$ cat src/rtl/mgn_pkg.sv
package mgn_pkg;

    typedef enum logic [1:0] {
        MODE_OFF  = 2'd0,
        MODE_NOM  = 2'd1,
        MODE_HIGH = 2'd2,
        MODE_LOW  = 2'd3
    } mode_e;

    typedef enum logic [2:0] {
        ADR_NOM  = 3'd0,
        ADR_HIGH = 3'd1,
        ADR_LOW  = 3'd2,
        ADR_MODE = 3'd3,
        ADR_CFG  = 3'd4,
        ADR_TOL  = 3'd5,
        ADR_DLY  = 3'd6
    } addr_e;

    typedef struct packed {
        logic trim_inv;
        logic rdy_hi;
        logic start_hi;
    } cfg_t;

    typedef enum logic [1:0] {
        STEP_HOLD = 2'd0,
        STEP_UP   = 2'd1,
        STEP_DOWN = 2'd2
    } step_e;

    localparam cfg_t CFG_RST = '{trim_inv: 1'b0, rdy_hi: 1'b1, start_hi: 1'b1};

    function automatic step_e pick_step(input logic below, input logic above,
                                        input logic inv);
        step_e s;
        s = STEP_HOLD;
        if (below)      s = inv ? STEP_DOWN : STEP_UP;
        else if (above) s = inv ? STEP_UP : STEP_DOWN;
        return s;
    endfunction

endpackage

$ cat src/rtl/mgn_regs.sv
module mgn_regs
    import mgn_pkg::*;
#(
    parameter int CODE_W = 10,
    parameter int TOL_W  = 6,
    parameter int DLY_W  = 8,
    parameter int TOL_RST = 2,
    parameter int DLY_RST = 4
) (
    input  logic                   clk,
    input  logic                   rst,
    input  logic                   wr_en,
    input  logic                   wr_lock,
    input  logic [2:0]             wr_addr,
    input  logic [CODE_W-1:0]      wr_data,
    output logic [2:0][CODE_W-1:0] tgt_o,
    output mode_e                  mode_o,
    output cfg_t                   cfg_o,
    output logic [TOL_W-1:0]       tol_o,
    output logic [DLY_W-1:0]       dly_o
);
    localparam int NUM_TGT = 3;

    logic wr_ok;
    assign wr_ok = wr_en && !wr_lock;

    for (genvar g = 0; g < NUM_TGT; g++) begin : g_tgt
        always_ff @(posedge clk) begin
            if (rst)
                tgt_o[g] <= '0;
            else if (wr_ok && wr_addr == 3'(g))
                tgt_o[g] <= wr_data;
        end
    end

    always_ff @(posedge clk) begin
        if (rst) begin
            mode_o <= MODE_OFF;
            cfg_o  <= CFG_RST;
            tol_o  <= TOL_W'(TOL_RST);
            dly_o  <= DLY_W'(DLY_RST);
        end else if (wr_ok) begin
            case (addr_e'(wr_addr))
                ADR_MODE: mode_o <= mode_e'(wr_data[1:0]);
                ADR_CFG:  cfg_o  <= cfg_t'(wr_data[2:0]);
                ADR_TOL:  tol_o  <= wr_data[TOL_W-1:0];
                ADR_DLY:  dly_o  <= wr_data[DLY_W-1:0];
                default: ;
            endcase
        end
    end

    // a locked write leaves every register untouched
    a_r9_lock_holds: assert property (@(posedge clk) disable iff (rst)
        wr_lock |=> ($stable(mode_o) && $stable(tgt_o) && $stable(cfg_o)
                     && $stable(tol_o) && $stable(dly_o)));
endmodule

$ cat src/rtl/mgn_gate.sv
module mgn_gate #(
    parameter int DLY_W = 8
) (
    input  logic             clk,
    input  logic             rst,
    input  logic             start_in,
    input  logic             start_hi,
    input  logic [DLY_W-1:0] dly,
    output logic             run_o
);
    logic             start_act;
    logic [DLY_W-1:0] cnt_q;

    assign start_act = (start_in == start_hi);

    always_ff @(posedge clk) begin
        if (rst || !start_act) begin
            cnt_q <= '0;
            run_o <= 1'b0;
        end else if (cnt_q >= dly) begin
            run_o <= 1'b1;
        end else begin
            cnt_q <= cnt_q + 1'b1;
        end
    end

    // an inactive START stops the loop at the next edge
    a_r4_inactive_stops: assert property (@(posedge clk) disable iff (rst)
        (start_in != start_hi) |=> !run_o);
endmodule

$ cat src/rtl/mgn_loop.sv
module mgn_loop
    import mgn_pkg::*;
#(
    parameter int CODE_W    = 10,
    parameter int TRIM_W    = 10,
    parameter int TOL_W     = 6,
    parameter int TRIM_INIT = 512
) (
    input  logic                   clk,
    input  logic                   rst,
    input  logic                   run_i,
    input  mode_e                  mode_i,
    input  logic [2:0][CODE_W-1:0] tgt_i,
    input  logic                   trim_inv,
    input  logic [TOL_W-1:0]       tol_i,
    input  logic                   smp_valid,
    input  logic [CODE_W-1:0]      smp_code,
    output logic [TRIM_W-1:0]      trim_o,
    output logic                   ready_o
);
    localparam int           EXT_W    = CODE_W + 1;
    localparam logic [TRIM_W-1:0] TRIM_MAX = '1;

    logic [CODE_W-1:0] target;
    logic [EXT_W-1:0]  smp_x, tgt_x, tol_x;
    logic              below, above, act;
    step_e             step;
    mode_e             mode_prev_q;

    always_comb begin
        case (mode_i)
            MODE_HIGH: target = tgt_i[1];
            MODE_LOW:  target = tgt_i[2];
            default:   target = tgt_i[0];
        endcase
    end

    assign smp_x = EXT_W'(smp_code);
    assign tgt_x = EXT_W'(target);
    assign tol_x = EXT_W'(tol_i);
    assign below = (smp_x + tol_x) < tgt_x;
    assign above = smp_x > (tgt_x + tol_x);
    assign step  = pick_step(below, above, trim_inv);
    assign act   = run_i && (mode_i != MODE_OFF) && smp_valid;

    always_ff @(posedge clk) begin
        if (rst) begin
            trim_o <= TRIM_W'(TRIM_INIT);
        end else if (act) begin
            if (step == STEP_UP && trim_o != TRIM_MAX)
                trim_o <= trim_o + 1'b1;
            else if (step == STEP_DOWN && trim_o != '0)
                trim_o <= trim_o - 1'b1;
        end
    end

    always_ff @(posedge clk) begin
        if (rst) begin
            mode_prev_q <= MODE_OFF;
            ready_o     <= 1'b0;
        end else begin
            mode_prev_q <= mode_i;
            if (!run_i || mode_i == MODE_OFF || mode_i != mode_prev_q)
                ready_o <= 1'b0;
            else if (act && step == STEP_HOLD)
                ready_o <= 1'b1;
        end
    end

    // the trim code moves by at most one LSB per edge
    a_r2_single_step: assert property (@(posedge clk) disable iff (rst)
        (trim_o != $past(trim_o)) |->
            (trim_o == $past(trim_o) + 1'b1 || trim_o == $past(trim_o) - 1'b1));

    // no wrap at either rail
    a_r10_no_wrap_high: assert property (@(posedge clk) disable iff (rst)
        ($past(trim_o) == TRIM_MAX) |-> (trim_o != '0));
    a_r10_no_wrap_low: assert property (@(posedge clk) disable iff (rst)
        ($past(trim_o) == '0) |-> (trim_o != TRIM_MAX));

    // the trim code holds while the gate is closed
    a_r4_gated_hold: assert property (@(posedge clk) disable iff (rst)
        !run_i |=> $stable(trim_o));

    // control off holds the trim code
    a_r11_off_hold: assert property (@(posedge clk) disable iff (rst)
        (mode_i == MODE_OFF) |=> ($stable(trim_o) && !ready_o));

    // a mode change drops ready on the following edge
    a_r8_mode_clears: assert property (@(posedge clk) disable iff (rst)
        !$stable(mode_i) |=> !ready_o);
endmodule

$ cat src/rtl/margin_ctrl.sv
module margin_ctrl
    import mgn_pkg::*;
#(
    parameter int CODE_W    = 10,
    parameter int TRIM_W    = 10,
    parameter int TOL_W     = 6,
    parameter int DLY_W     = 8,
    parameter int TRIM_INIT = 512
) (
    input  logic              clk,
    input  logic              rst,
    input  logic              wr_en,
    input  logic              wr_lock,
    input  logic [2:0]        wr_addr,
    input  logic [CODE_W-1:0] wr_data,
    input  logic              start_in,
    input  logic              smp_valid,
    input  logic [CODE_W-1:0] smp_code,
    output logic [TRIM_W-1:0] trim_code,
    output logic              ready_out,
    output logic              ready_flag
);
    logic [2:0][CODE_W-1:0] tgt;
    mode_e                  mode;
    cfg_t                   cfg;
    logic [TOL_W-1:0]       tol;
    logic [DLY_W-1:0]       dly;
    logic                   run;

    mgn_regs #(.CODE_W(CODE_W), .TOL_W(TOL_W), .DLY_W(DLY_W)) i_regs (
        .clk(clk), .rst(rst), .wr_en(wr_en), .wr_lock(wr_lock),
        .wr_addr(wr_addr), .wr_data(wr_data), .tgt_o(tgt), .mode_o(mode),
        .cfg_o(cfg), .tol_o(tol), .dly_o(dly)
    );

    mgn_gate #(.DLY_W(DLY_W)) i_gate (
        .clk(clk), .rst(rst), .start_in(start_in), .start_hi(cfg.start_hi),
        .dly(dly), .run_o(run)
    );

    mgn_loop #(.CODE_W(CODE_W), .TRIM_W(TRIM_W), .TOL_W(TOL_W),
               .TRIM_INIT(TRIM_INIT)) i_loop (
        .clk(clk), .rst(rst), .run_i(run), .mode_i(mode), .tgt_i(tgt),
        .trim_inv(cfg.trim_inv), .tol_i(tol), .smp_valid(smp_valid),
        .smp_code(smp_code), .trim_o(trim_code), .ready_o(ready_flag)
    );

    assign ready_out = cfg.rdy_hi ? ready_flag : !ready_flag;
endmodule

$ cat config.mk
export PLATFORM = sky130hd
export DESIGN_NAME = margin_ctrl
export DESIGN_NICKNAME = d
export VERILOG_FILES = /design/src/rtl/mgn_pkg.sv /design/src/rtl/mgn_regs.sv /design/src/rtl/mgn_gate.sv /design/src/rtl/mgn_loop.sv /design/src/rtl/margin_ctrl.sv
export SDC_FILE = /design/constraint.sdc
export NUM_CORES = 1
export LEC_CHECK = 0
export BUFFER_PORTS_ARGS = -buffer_cell sky130_fd_sc_hd__buf_2
export CAP_MARGIN = 15
export CORE_ASPECT_RATIO = 0.6
export CORE_MARGIN = 1.5
export CORE_UTILIZATION = 54
export CTS_CLUSTER_SIZE = 40
export DETAILED_ROUTE_END_ITERATION = 10
export HOLD_SLACK_MARGIN = 0.12
export PLACE_DENSITY = 0.78
export SYNTH_ARGS = -nofsm -noshare
export SYNTH_HDL_FRONTEND = slang
export SYNTH_HIERARCHICAL = 1
export SYNTH_SLANG_ARGS = --single-unit
$ cat constraint.sdc
create_clock -name clk -period 18.2 [get_ports clk]
set_clock_uncertainty 0.15 [all_clocks]
set_input_delay 0.91 -clock clk [delete_from_list [all_inputs] [get_ports clk]]
set_output_delay 0.91 -clock clk [all_outputs]
set_load 0.005 [all_outputs]
; ---- Word level (Yosys, flattened, before mapping)
; Cells that the tools add are included.
[totals]
ff_bits = 71
out_inout_bits = 12
in_bits = 29
word_cells = 71
[op_classes]
n_reduce_logical = 28
muxes = 8
n_lt_le_gt_ge = 3
n_eq_ne = 13
addsub = 5
[op_table]
columns = op, n
row1 = 10-bit by 6-bit adder with 11-bit output, 2
row2 = 10-bit 2-to-1 mux, 2
row3 = 10-bit case mux with 2 select lines, 1
row4 = 10-bit by 11-bit greater-than comparator with 1-bit output, 1
row5 = 11-bit by 10-bit < comparator with 1-bit output, 1
row6 = 10-bit by 1-bit adder with 10-bit output (second input constant), 1
row7 = 10-bit inequality test (second input constant), 1
row8 = 2-bit AND reduction, 5
row9 = 10-bit nonzero test, 1
row10 = 10-bit by 1-bit subtractor with 10-bit output (second input constant), 1
row11 = 3-bit equality test (second input constant), 3
row12 = 1-bit logical AND, 9
row13 = 8-bit by 1-bit adder with 8-bit output (second input constant), 1
row14 = 8-bit >= comparator, 1
row15 = 2-bit 2-to-1 mux, 4
row16 = 2-bit equality test (second input constant), 3
row17 = 3-bit by 2-bit equality test with 1-bit output (second input constant), 2
row18 = 1-bit zero test, 4
row19 = 2-bit zero test, 2
row20 = 2-bit nonzero test, 2
row21 = 3-bit by 1-bit equality test with 1-bit output (second input constant), 1
row22 = 3-bit zero test, 1
row23 = 1-bit logical OR, 3
row24 = 2-bit by 1-bit equality test with 1-bit output (second input constant), 1
row25 = 4 further kinds, 4

; ---- Depth between registers and ports, before layout
; Gate-level depths: netlist (run 1).
[depth]
depth_word = 10
mapped_depth = 29
ltp_nobuf = 27

; ---- Modules after synthesis
; The synthesis (run 1) kept the hierarchy.
[by_module_without_submodules]
columns = module, cells_per_inst, seq_area_each_um2, area_each_um2, instances
row1 = mgn_loop, 288, 260.2, 2288.4, 1
row2 = mgn_regs, 201, 980.9, 2005.7, 1
row3 = mgn_gate, 75, 180.2, 624.3, 1
row4 = margin_ctrl, 1, 0.0, 8.8, 1

; ---- Least setup slack after synthesis (run 1)
; OpenSTA, ideal clock, no wires.
[synth_path]
path_kind = register to register
startpoint = reg i_regs.mode_o[0]
endpoint = reg i_loop.trim_o[9]
period_less_slack_ns = 6.164
path_buffers = 2
required_time_ns = 17.923
stages_incl_launch_ff = 29
setup_time_ns = 0.127
path_slack_ns = 12.036
t_arrival_ns = 5.887
cell_sequence = dfxtp_1 > buf_6 > clkbuf_1 > mux2i_1 > a21oi_1 > ha_1 > a21o_1 > a21oi_1 > o21bai_1 > a21oi_1 > nor2b_1 > o21ai_0 > nor3_1 > xor2_1 > ha_1 > nand3_1 > or3_1 > nand3_1 > a21oi_1 > a31oi_2 > ha_1 > a21o_1 > a21oi_1 > o21ai_1 > o41ai_1 > o21ai_1 > xnor2_1 > o31a_1 > or3_1
[synth_between]
elab_chain_cells = 10
word_cells_on_any_way = 18
classes_between = 1 x add/sub / 2 x order compare / 4 x eq/ne / 4 x mux / 7 x reduce/logical
[synth_rtl]
columns = element, line
row1 = start: declaration, mgn_regs.sv:17  ; output mode_e mode_o,
row2 = start signal: assignment, mgn_regs.sv:44  ; ADR_MODE: mode_o <= mode_e'(wr_data[1:0]);
row3 = 2-bit equality test, mgn_loop.sv:31  ; case (mode_i)
row4 = 10-bit case mux with 2 select lines, mgn_loop.sv:31
row5 = 10-bit by 6-bit adder with 11-bit output, mgn_loop.sv:42  ; assign above = smp_x > (tgt_x + tol_x);
row6 = 10-bit by 11-bit greater-than comparator with 1-bit output, mgn_loop.sv:42
row7 = 2-bit 2-to-1 mux, mgn_pkg.sv:39  ; else if (above) s = inv ? STEP_UP : STEP_DOWN;
row8 = 2-bit 2-to-1 mux, mgn_pkg.sv:38  ; if (below) s = inv ? STEP_DOWN : STEP_UP;
row9 = 2-bit equality test or 2-bit by 1-bit equality test with 1-bit output (tied branches), "mgn_loop.sv:52, mgn_loop.sv:50"
row10 = "1-bit logical AND, on equally long branches", "mgn_loop.sv:52, mgn_loop.sv:50"
row11 = 2-bit nonzero test (no line), -
row12 = 2-bit AND reduction (no line), -
row13 = end signal: assignment, mgn_loop.sv:48  ; trim_o <= TRIM_W'(TRIM_INIT);
row14 = end signal: assignment, mgn_loop.sv:51  ; trim_o <= trim_o + 1'b1;
row15 = end signal: assignment, mgn_loop.sv:53  ; trim_o <= trim_o - 1'b1;
row16 = end: declaration, mgn_loop.sv:18  ; output logic [TRIM_W-1:0] trim_o,
; Parallel ways exist; a longest one is shown, timed or not.
; A chain may end at the register's enable or synchronous reset.

; ---- Worst setup path after layout (run 1)
; Ends and elaborated chain as after synthesis.

==> reports/metrics.csv, run 1 <==
metric,value,unit
yosys.area_share.adder,13.66,%
post_synth.cell_area_avg,8.721,um2
layout.filler_cells,723,
share_of_synthesized_area_occupied_by_flip_flops_and_latches,28.85,%
setup-tns-final,0,ns
pwr_density_cell,70.89,nW/um2
grt_usage,26.54,%
run_status,completed,
rsz_0062_raised_after_global_routing,false,
critPathLaunchType,flop,
stage_delay_of_the_slowest_cell_on_the_critical_path,0.82,ns
buffers_added_on_ports,40,
netSwitchingPower,99.01,uW
place_congestion,0.8761,
critPathCaptureType,flop,
post_cts_hold_buffer_count,0,
drt_wl_total,12200,um
netlist.top_cell.by_area,sky130_fd_sc_hd__dfxtp_1,
yosys-top-cells-area,"sky130_fd_sc_hd__dfxtp_1 (29%), sky130_fd_sc_hd__ha_1 (12%), sky130_fd_sc_hd__mux2i_1 (8.1%), sky130_fd_sc_hd__a21oi_1 (5.8%), sky130_fd_sc_hd__nand2b_1 (5.2%)",
critical_path_arrival,7.05,ns
ant_nets,0,
power.total,385.7,uW
drt_iter0_drc,314,
placed_cells_incl_taps,696,
crit_path_frequent_cell,sky130_fd_sc_hd__a21oi_1,
post_syn_instances,565,
post_route_cells_drive_above_1_share,13.33,%
crit_path_max_fanout,16,
die_y,76.99,um
clock_tree_from_tritoncts,built,
post_cts.resized_instances,0,
slew_headroom,36.43,%
timing.final.crit_period,6.983,ns
cell_rows,26,
finalSetupViolations,0,
post-cts-setup-buffer-count,0,
proportion_of_netlist_area_held_by_the_largest_area_contributor,28.85,%
core_region_area,8686,um2
ctsRootBufferMaster,sky130_fd_sc_hd__clkbuf_16,
relative_contribution_of_the_clock_network_to_total_power,45.8,%
hold_violations,0,
syn-num-nets,646,
synth_cell_type_count,70,
dr.pass1.iters,5,
antenna_found_initial,0,
synth_top_family_by_area,simple AND/OR/NAND/NOR gates,
cts_htree_levels,3,
final_area,5441,um2
timing.fmax,143.2,MHz
numClockSinks,71,
syn_to_final_growth,10.44,%
synthSimpleGateAreaFrac,20.92,%
worst_ir_drop_vdd,0.00005678,V
async_reset_ff_share,0,%
vias,4278,
multi_input_comb_area,3257,um2
die-width,126.3,um
synth_enable_flop_cells,0,
grt_pass1_wl,20470,um
routed_wire_length_per_instance,17.14,um
first_global_vias,4019,
initial_core_util,56.73,%
yosysWarnings,6,
stdcell_count,712,
swShare,25.67,%
clkSlewWorstSetupHoldPaths,0.06,ns
route.detailed.vias_per_inst,6.008,
layout.area.seq,1421,um2
synth_compound_area_share,17.78,%
dpl_cell_area,5142,um2
synth_xor_area_share,4.622,%
cts_buffer_depth,2,
final_nets,676,
antenna_cells,0,
clk_latency,0.33,ns
hold_depth,2,
die-area,9725,um2
final.period_utilization,38.37,%
crit_path_top_delay_cell,sky130_fd_sc_hd__dfxtp_1,
dominantRegCellSynth,sky130_fd_sc_hd__dfxtp_1,
place.detailed.hpwl,9251,um
max_cap_viol_count,0,
drc,0,
cts_made_buffers,9,
p_int,286.7,uW
postSynthRegisterBits,71,
final_core_util,62.65,%
sequentialPowerShare,41.2,%
power.static_leakage,0.002295,uW
syn_area,4927,um2
worst-r2r-cell-count,26,
critical_setup_path_kind,reg -> reg,
grt_overflow,0,
timing.final.max_slew_violations,0,
ios,41,
commonest_cells_in_the_netlist,"sky130_fd_sc_hd__dfxtp_1 (71), sky130_fd_sc_hd__a21oi_1 (57), sky130_fd_sc_hd__ha_1 (49)",
power_share_of_the_combinational_group,12.9,%
worst_slew_pin_slew,0.9522,ns
largest_net_degree_at_the_start_of_global_routing,76,
synth.most_common_cell,sky130_fd_sc_hd__dfxtp_1,
cp.required,18.27,ns
type_of_the_most_critical_hold_path,reg -> reg,
muxShareOfSynthArea,9.116,%
[cell type report]
class / instances / area share (%)
inverter: 29 / 2.000
tap: 112 / 2.575
multi-input combinational: 442 / 59.85
timing repair buffer: 42 / 3.955
clock buffer: 10 / 4.392
clock inverter: 6 / 1.104
sequential: 71 / 26.12
[worst max-delay path: cells and delay by family, from the launching register on]
family                   cells  cell delay [ns]
AO/OA/AOI/OAI               14             3.13
XOR/XNOR                     2             0.32
adder cells (fa/ha/maj)      3             0.91
flip-flops                   1             0.82
multiplexers                 1             0.38
AND/OR/NAND/NOR              6             1.17
[cell usage in the layout (no fill, tap or decap), drive strengths merged, types with 3 or more instances in the layout]
master	instances
nor2b	8
clkinv	3
nor4	5
a2111oi	3
nor3	5
buf	42
o21bai	3
mux2i	40
xor2	6
a21oi	59
o211ai	3
nand3	33
o21a	3
nand4	6
xnor2	20
fa	3
ha	49
a21o	8
nand2b	42
o21ai	43
nor2	32
a31oi	3
inv	29
clkbuf	10
o41ai	3
nand2	22
or3	8
or4	3
dfxtp	71
[registers in the layout, summed over array words and instances (netlist names)]
name and cells:
i_regs/tgt_o 30, i_loop/ready_o 1, i_gate/run_o 1, i_regs/dly_o 8, i_regs/tol_o 6, i_gate/cnt_q 8
i_loop/trim_o 10, i_regs/mode_o 2, i_regs/cfg_o 3, i_loop/mode_prev_q 2
[power by group through the flow]
| stage | sequential, uW | combinational (uW) | clock [uW] |
|---|---|---|---|
| after floorplan | 162 | 35.7 | 0 |
| after global placement | 162 | 46.7 | 0 |
| after detailed placement | 162 | 48.5 | 0 |
| after CTS | 159 | 48.9 | 180 |
| after global routing | 159 | 55.0 | 187 |
| final | 159 | 49.8 | 177 |
[kinds of logic (layout without fill, tap and decap cells)]
kind of cell    count (synthesis)  count (layout)
simple gates                  181             181
compound gates                141             141
flops                          71              71
fa+ha+maj                      52              52
buf+inv                        52              87
mux                            42              42
xor+xnor                       26              26
[per-layer routing]
layer / GRT usage [%] / share of wire (%) / vias up
met5: 0 / 0 / -
met4: 4.483 / 0.69 / 0
met3: 6.699 / 6.0 / 9
met2: 38.90 / 42 / 131
met1: 39.58 / 51 / 2044
li1: - / - / 2094
[metrics by stage]
step | setup slack (ns) | hold slack [ns]
after global placement | 11.67 | 0.3135
after global routing | 10.66 | 0.3475
after floorplan | 12.04 | 0.2982
after CTS | 11.34 | 0.3270
final | 11.22 | 0.3249
after detailed placement | 11.36 | 0.3197
[worst paths after layout]
check / slack (ns) / to / startpoint
hold reg to reg: 0.32 / i_regs/dly_o[6] / i_regs/dly_o[6]
setup / recovery: 11.22 / i_loop/trim_o[9] / i_regs/mode_o[0]
hold / removal: 0.32 / i_regs/dly_o[6] / i_regs/dly_o[6]
setup reg to reg: 11.22 / i_loop/trim_o[9] / i_regs/mode_o[0]
(Power assumes the default switching activity.)
==> inputs of run 2 (changes only) <==
==> constraint.sdc (replaced) <==
create_clock -name clk -period 6.5 [get_ports clk]
set_clock_uncertainty 0.15 [all_clocks]
set_input_delay 0.325 -clock clk [delete_from_list [all_inputs] [get_ports clk]]
set_output_delay 0.325 -clock clk [all_outputs]
set_load 0.005 [all_outputs]
==> reports/metrics.csv, run 2 (same netlist as run 1, synthesis figures left out) <==
metric,value,unit
run_status,completed,
timing.fmax,163.8,MHz
hold_violations,0,
antenna_found_initial,0,
buffers_added_on_ports,40,
grt_overflow,0,
vias,4375,
syn_to_final_growth,11.71,%
max_cap_viol_count,0,
pwr_density_cell,201.4,nW/um2
p_int,828.7,uW
initial_core_util,56.73,%
drt_iter0_drc,350,
type_of_the_most_critical_hold_path,in -> reg,
rsz_0062_raised_after_global_routing,false,
critPathLaunchType,flop,
timing.final.crit_period,6.106,ns
die_y,76.99,um
post-cts-setup-buffer-count,0,
layout.cells.most_common_list,"sky130_fd_sc_hd__dfxtp_1 (70), sky130_fd_sc_hd__a21oi_1 (57), sky130_fd_sc_hd__ha_1 (49)",
worst_slew_pin_slew,1.141,ns
power_share_of_the_combinational_group,12.9,%
cell_rows,26,
post_route_cells_drive_above_1_share,13.91,%
place_congestion,0.8712,
crit_path_frequent_cell,sky130_fd_sc_hd__a21oi_1,
grt_usage,27.50,%
swShare,25.25,%
die-area,9725,um2
clkSlewWorstSetupHoldPaths,0.06,ns
place.detailed.hpwl,9443,um
worst_ir_drop_vdd,0.0001315,V
timing.critical_path.max_delay_family,compound AO/OA/AOI/OAI gates,
clock_tree_from_tritoncts,built,
clk_latency,0.34,ns
core_region_area,8686,um2
netSwitchingPower,279.9,uW
numClockSinks,71,
route.detailed.vias_per_inst,6.110,
relative_contribution_of_the_clock_network_to_total_power,47.0,%
power.total,1109,uW
finalSetupViolations,0,
die-width,126.3,um
ant_nets,0,
ios,41,
critical_setup_path_kind,reg -> reg,
largest_register_ffs,30,
power.static_leakage,0.002331,uW
cts_made_buffers,9,
antenna_cells,0,
stage_delay_of_the_slowest_cell_on_the_critical_path,0.55,ns
ctsRootBufferMaster,sky130_fd_sc_hd__clkbuf_16,
cp.required,6.57,ns
cts_htree_levels,3,
crit_path_max_fanout,9,
critPathCaptureType,flop,
largest_net_degree_at_the_start_of_global_routing,76,
cts_buffer_depth,2,
slew_headroom,23.92,%
final_nets,680,
final.period_utilization,93.94,%
mostFrequentLayoutCell,sky130_fd_sc_hd__dfxtp_1,
grt_pass1_wl,20970,um
top_register,i_regs/tgt_o,
dr.pass1.iters,5,
cp_num_buf_inv,1,
crit_path_top_delay_cell,sky130_fd_sc_hd__dfxtp_1,
timing.final.max_slew_violations,0,
drc,0,
first_global_vias,4249,
reg.largest.list,"i_regs/tgt_o x30, i_loop/trim_o x10",
drt_wl_total,12700,um
sequentialPowerShare,40.1,%
setup-tns-final,0,ns
routed_wire_length_per_instance,17.73,um
critical_path_arrival,6.18,ns
-- run 2: cell count changes in the layout (fill, tap and decap cells not counted), sizes merged --
cell,before,now
clkbuf,10,12
clkinvlp,2,1
buf,42,44
inv,29,30
dlygate4sd3,0,2
clkinv,3,1
-- run 2: path summary, 6_finish.rpt --
check | from | to | slack, ns | depth (start not counted)
min reg2reg | i_regs/tgt_o[19] | i_regs/tgt_o[19] | 0.33 | 2
max | i_regs/mode_o[0] | i_loop/trim_o[9] | 0.39 | 26
min | wr_data[6] | i_regs/tgt_o[26] | 0.13 | 3
max reg2reg | i_regs/mode_o[0] | i_loop/trim_o[9] | 0.39 | 26
-- run 2: layer usage --
layer / share of wire, % / global-route usage, %
met1: 48 / 38.14
met2: 44 / 42.64
met3: 6.8 / 7.048
met4: 1.0 / 7.126
met5: 0 / 0
-- run 2: area by class of cell --
type                       instances  area (um2)
multi-input combinational        442        3264
clock inverter                     4       51.30
sequential                        71        1423
clock buffer                      12       266.5
fill                             750        3182
inverter                          29       108.9
tap                              112       140.1
timing repair buffer              46       250.2
-- run 2: worst min-delay path: cells and delay by family --
kind                   cells  cell delay (ns)
buffers and inverters      1             0.12
and+or+nand+nor            1             0.06
AOI/OAI and AO/OA          1             0.05
-- run 2: power groups by stage --
stage | clock, uW | sequential (uW) | combinational [uW]
2_1_floorplan | 0 | 452 | 99.9
3_3_place_gp | 0 | 454 | 132
3_5_place_dp | 0 | 454 | 138
4_1_cts | 529 | 445 | 140
5_1_grt | 554 | 445 | 158
6_report | 521 | 445 | 143
-- run 2: per-stage QoR --
stage / std cells / hold WS, ns / util [%] / area [um2] / setup WS (ns)
2_1_floorplan: 565 / 0.2466 / - / 4927 / 0.3359
3_3_place_gp: 698 / 0.3123 / 59.38 / 5157 / 0.5947
3_5_place_dp: 698 / 0.3226 / 59.38 / 5157 / 0.2982
4_1_cts: 716 / 0.1205 / 63.27 / 5495 / 0.2603
5_1_grt: 716 / 0.1279 / 63.37 / 5504 / 0.03734
6_report: 716 / 0.1264 / 63.37 / 5504 / 0.3937
-- run 2: what timing repair did --
item,CTS,global route
hold buffers,2,0
gates resized for setup,0,2
endpoints found under the setup margin,0,2
hold endpoints to repair,2,0
==> inputs of run 3 (changes only) <==
--- a/config.mk
+++ b/config.mk
@@ -9,11 +9,11 @@
 export CAP_MARGIN = 15
 export CORE_ASPECT_RATIO = 0.6
 export CORE_MARGIN = 1.5
-export CORE_UTILIZATION = 54
+export CORE_UTILIZATION = 39
 export CTS_CLUSTER_SIZE = 40
 export DETAILED_ROUTE_END_ITERATION = 10
 export HOLD_SLACK_MARGIN = 0.12
-export PLACE_DENSITY = 0.78
+export PLACE_DENSITY = 0.61
 export SYNTH_ARGS = -nofsm -noshare
 export SYNTH_HDL_FRONTEND = slang
 export SYNTH_HIERARCHICAL = 1
==> reports/metrics.csv, run 3 (same netlist as run 1, synthesis figures left out) <==
metric,value,unit
crit_path_top_delay_cell,sky130_fd_sc_hd__dfxtp_1,
final_nets,686,
die-area,13340,um2
relative_contribution_of_the_clock_network_to_total_power,46.2,%
power.static_leakage,0.002353,uW
netSwitchingPower,284.7,uW
vias,4226,
numClockSinks,71,
critPathCaptureType,flop,
timing.critical_path.max_delay_family,compound AO/OA/AOI/OAI gates,
max_cap_viol_count,0,
place_congestion,0.8521,
power.total,1095,uW
clkSlewWorstSetupHoldPaths,0.06,ns
core_region_area,12180,um2
worst_slew_pin_slew,0.9563,ns
first_global_vias,3946,
drt_wl_total,12600,um
largest_register_ffs,30,
setup-tns-final,0,ns
crit_path_max_fanout,16,
place.detailed.hpwl,9771,um
layout.area.seq,1421,um2
power_share_of_the_combinational_group,13.2,%
drc,0,
layout.filler_cells,1189,
multi_input_comb_area,3264,um2
grt_usage,19.26,%
drt_iter0_drc,205,
final.period_utilization,91.83,%
cell_rows,31,
finalSetupViolations,0,
dr.pass1.iters,5,
hold_violations,0,
largest_net_degree_at_the_start_of_global_routing,76,
critPathLaunchType,flop,
buffers_added_on_ports,40,
layout.cells.most_common_list,"sky130_fd_sc_hd__dfxtp_1 (71), sky130_fd_sc_hd__a21oi_1 (57), sky130_fd_sc_hd__ha_1 (49)",
startpoint,i_regs/mode_o[1],
antenna_cells,0,
critical_setup_path_kind,reg -> reg,
critical_path_arrival,6.04,ns
top_register,i_regs/tgt_o,
mostFrequentLayoutCell,sky130_fd_sc_hd__dfxtp_1,
ctsRootBufferMaster,sky130_fd_sc_hd__clkbuf_16,
post-cts-setup-buffer-count,0,
timing.final.crit_period,5.969,ns
crit_reg_reg_startpoint,i_regs/mode_o[1],
cts_buffer_depth,2,
run_status,completed,
ios,41,
post_route_cells_drive_above_1_share,14.10,%
clock_tree_from_tritoncts,built,
routed_wire_length_per_instance,16.26,um
die-width,148.1,um
swShare,26.00,%
sequentialPowerShare,40.6,%
slew_headroom,35.97,%
grt_pass1_wl,20380,um
ant_nets,0,
cts_htree_levels,3,
crit_path_frequent_cell,sky130_fd_sc_hd__a21oi_1,
rsz_0062_raised_after_global_routing,false,
die_y,90.07,um
holdCritStartpoint,wr_data[0],
worst_ir_drop_vdd,0.0001042,V
cp_num_buf_inv,2,
stage_delay_of_the_slowest_cell_on_the_critical_path,0.48,ns
syn_to_final_growth,13.89,%
route.detailed.vias_per_inst,5.453,
p_int,810.1,uW
type_of_the_most_critical_hold_path,in -> reg,
timing.final.max_slew_violations,0,
grt_overflow,0,
initial_core_util,40.46,%
pwr_density_cell,195.1,nW/um2
antenna_found_initial,0,
timing.fmax,167.5,MHz
cts_made_buffers,9,
cp.required,6.57,ns
reg.largest.list,"i_regs/tgt_o x30, i_loop/trim_o x10",
clk_latency,0.34,ns
## run 3: cell count changes in the layout (fill, tap and decap cells not counted)
cell and delta:
sky130_fd_sc_hd__buf_4 +3, sky130_fd_sc_hd__dlygate4sd3_1 +3, sky130_fd_sc_hd__clkbuf_8 -2, sky130_fd_sc_hd__clkinv_4 +2, sky130_fd_sc_hd__dfxtp_1 +1, sky130_fd_sc_hd__dfxtp_2 -1
## run 3: cell type report
class / count / share of cell area, %
clock buffer: 10 / 4.259
clock inverter: 6 / 1.226
inverter: 29 / 1.940
multi-input combinational: 442 / 58.17
sequential: 71 / 25.33
tap: 165 / 3.679
timing repair buffer: 52 / 5.396
## run 3: power by group through the flow
stage | Sequential [uW] | Combinational [uW] | Clock (uW)
6_report | 444 | 145 | 506
5_1_grt | 445 | 160 | 541
4_1_cts | 444 | 143 | 517
3_5_place_dp | 454 | 139 | 0
3_3_place_gp | 454 | 136 | 0
2_1_floorplan | 452 | 99.9 | 0
## run 3: repair_timing
action	in CTS	in global routing
endpoints found under the setup margin	0	1
endpoints found under the hold margin	7	0
resized for setup	0	1
hold buffers	5	0
## run 3: worst reg2reg max path: cells and delay by family (launching register included)
kind / cells / cell delay (ns)
adder cells (fa/ha/maj): 3 / 0.86
buffers and inverters: 2 / 0.48
flip-flops: 1 / 0.48
AO/OA/AOI/OAI: 12 / 2.30
AND/OR/NAND/NOR: 7 / 1.25
XOR/XNOR: 2 / 0.31
## run 3: per-layer routing
| metal | vias to the layer above | GRT usage [%] | part of all wire [%] | wire length, um |
|---|---|---|---|---|
| met2 | 109 | 25.43 | 38 | 4797 |
| met3 | 18 | 4.416 | 5.5 | 688 |
| li1 | 2115 | - | - | - |
| met1 | 1984 | 30.35 | 55 | 6969 |
| met4 | 0 | 5.033 | 1.2 | 149 |
| met5 | - | 0 | 0 | 0 |
## run 3: final timing paths
path | endpoint | slack [ns] | cells past startpoint
min | i_regs/dly_o[0] | 0.13 | 3
max reg2reg | i_loop/trim_o[9] | 0.53 | 26
max | i_loop/trim_o[9] | 0.53 | 26
min reg2reg | i_regs/tgt_o[4] | 0.33 | 2
## run 3: through the flow
stage	worst slack, ns	instance area [um2]	instances	hold WS, ns	util (%)
floorplan	0.3359	4927	565	0.2466	-
global placement	0.6309	5246	754	0.3105	43.08
detailed placement	0.4778	5246	754	0.3224	43.08
CTS	0.4530	5604	775	0.1230	46.01
global route	0.07255	5612	775	0.1374	46.08
finish	0.5309	5612	775	0.1333	46.08
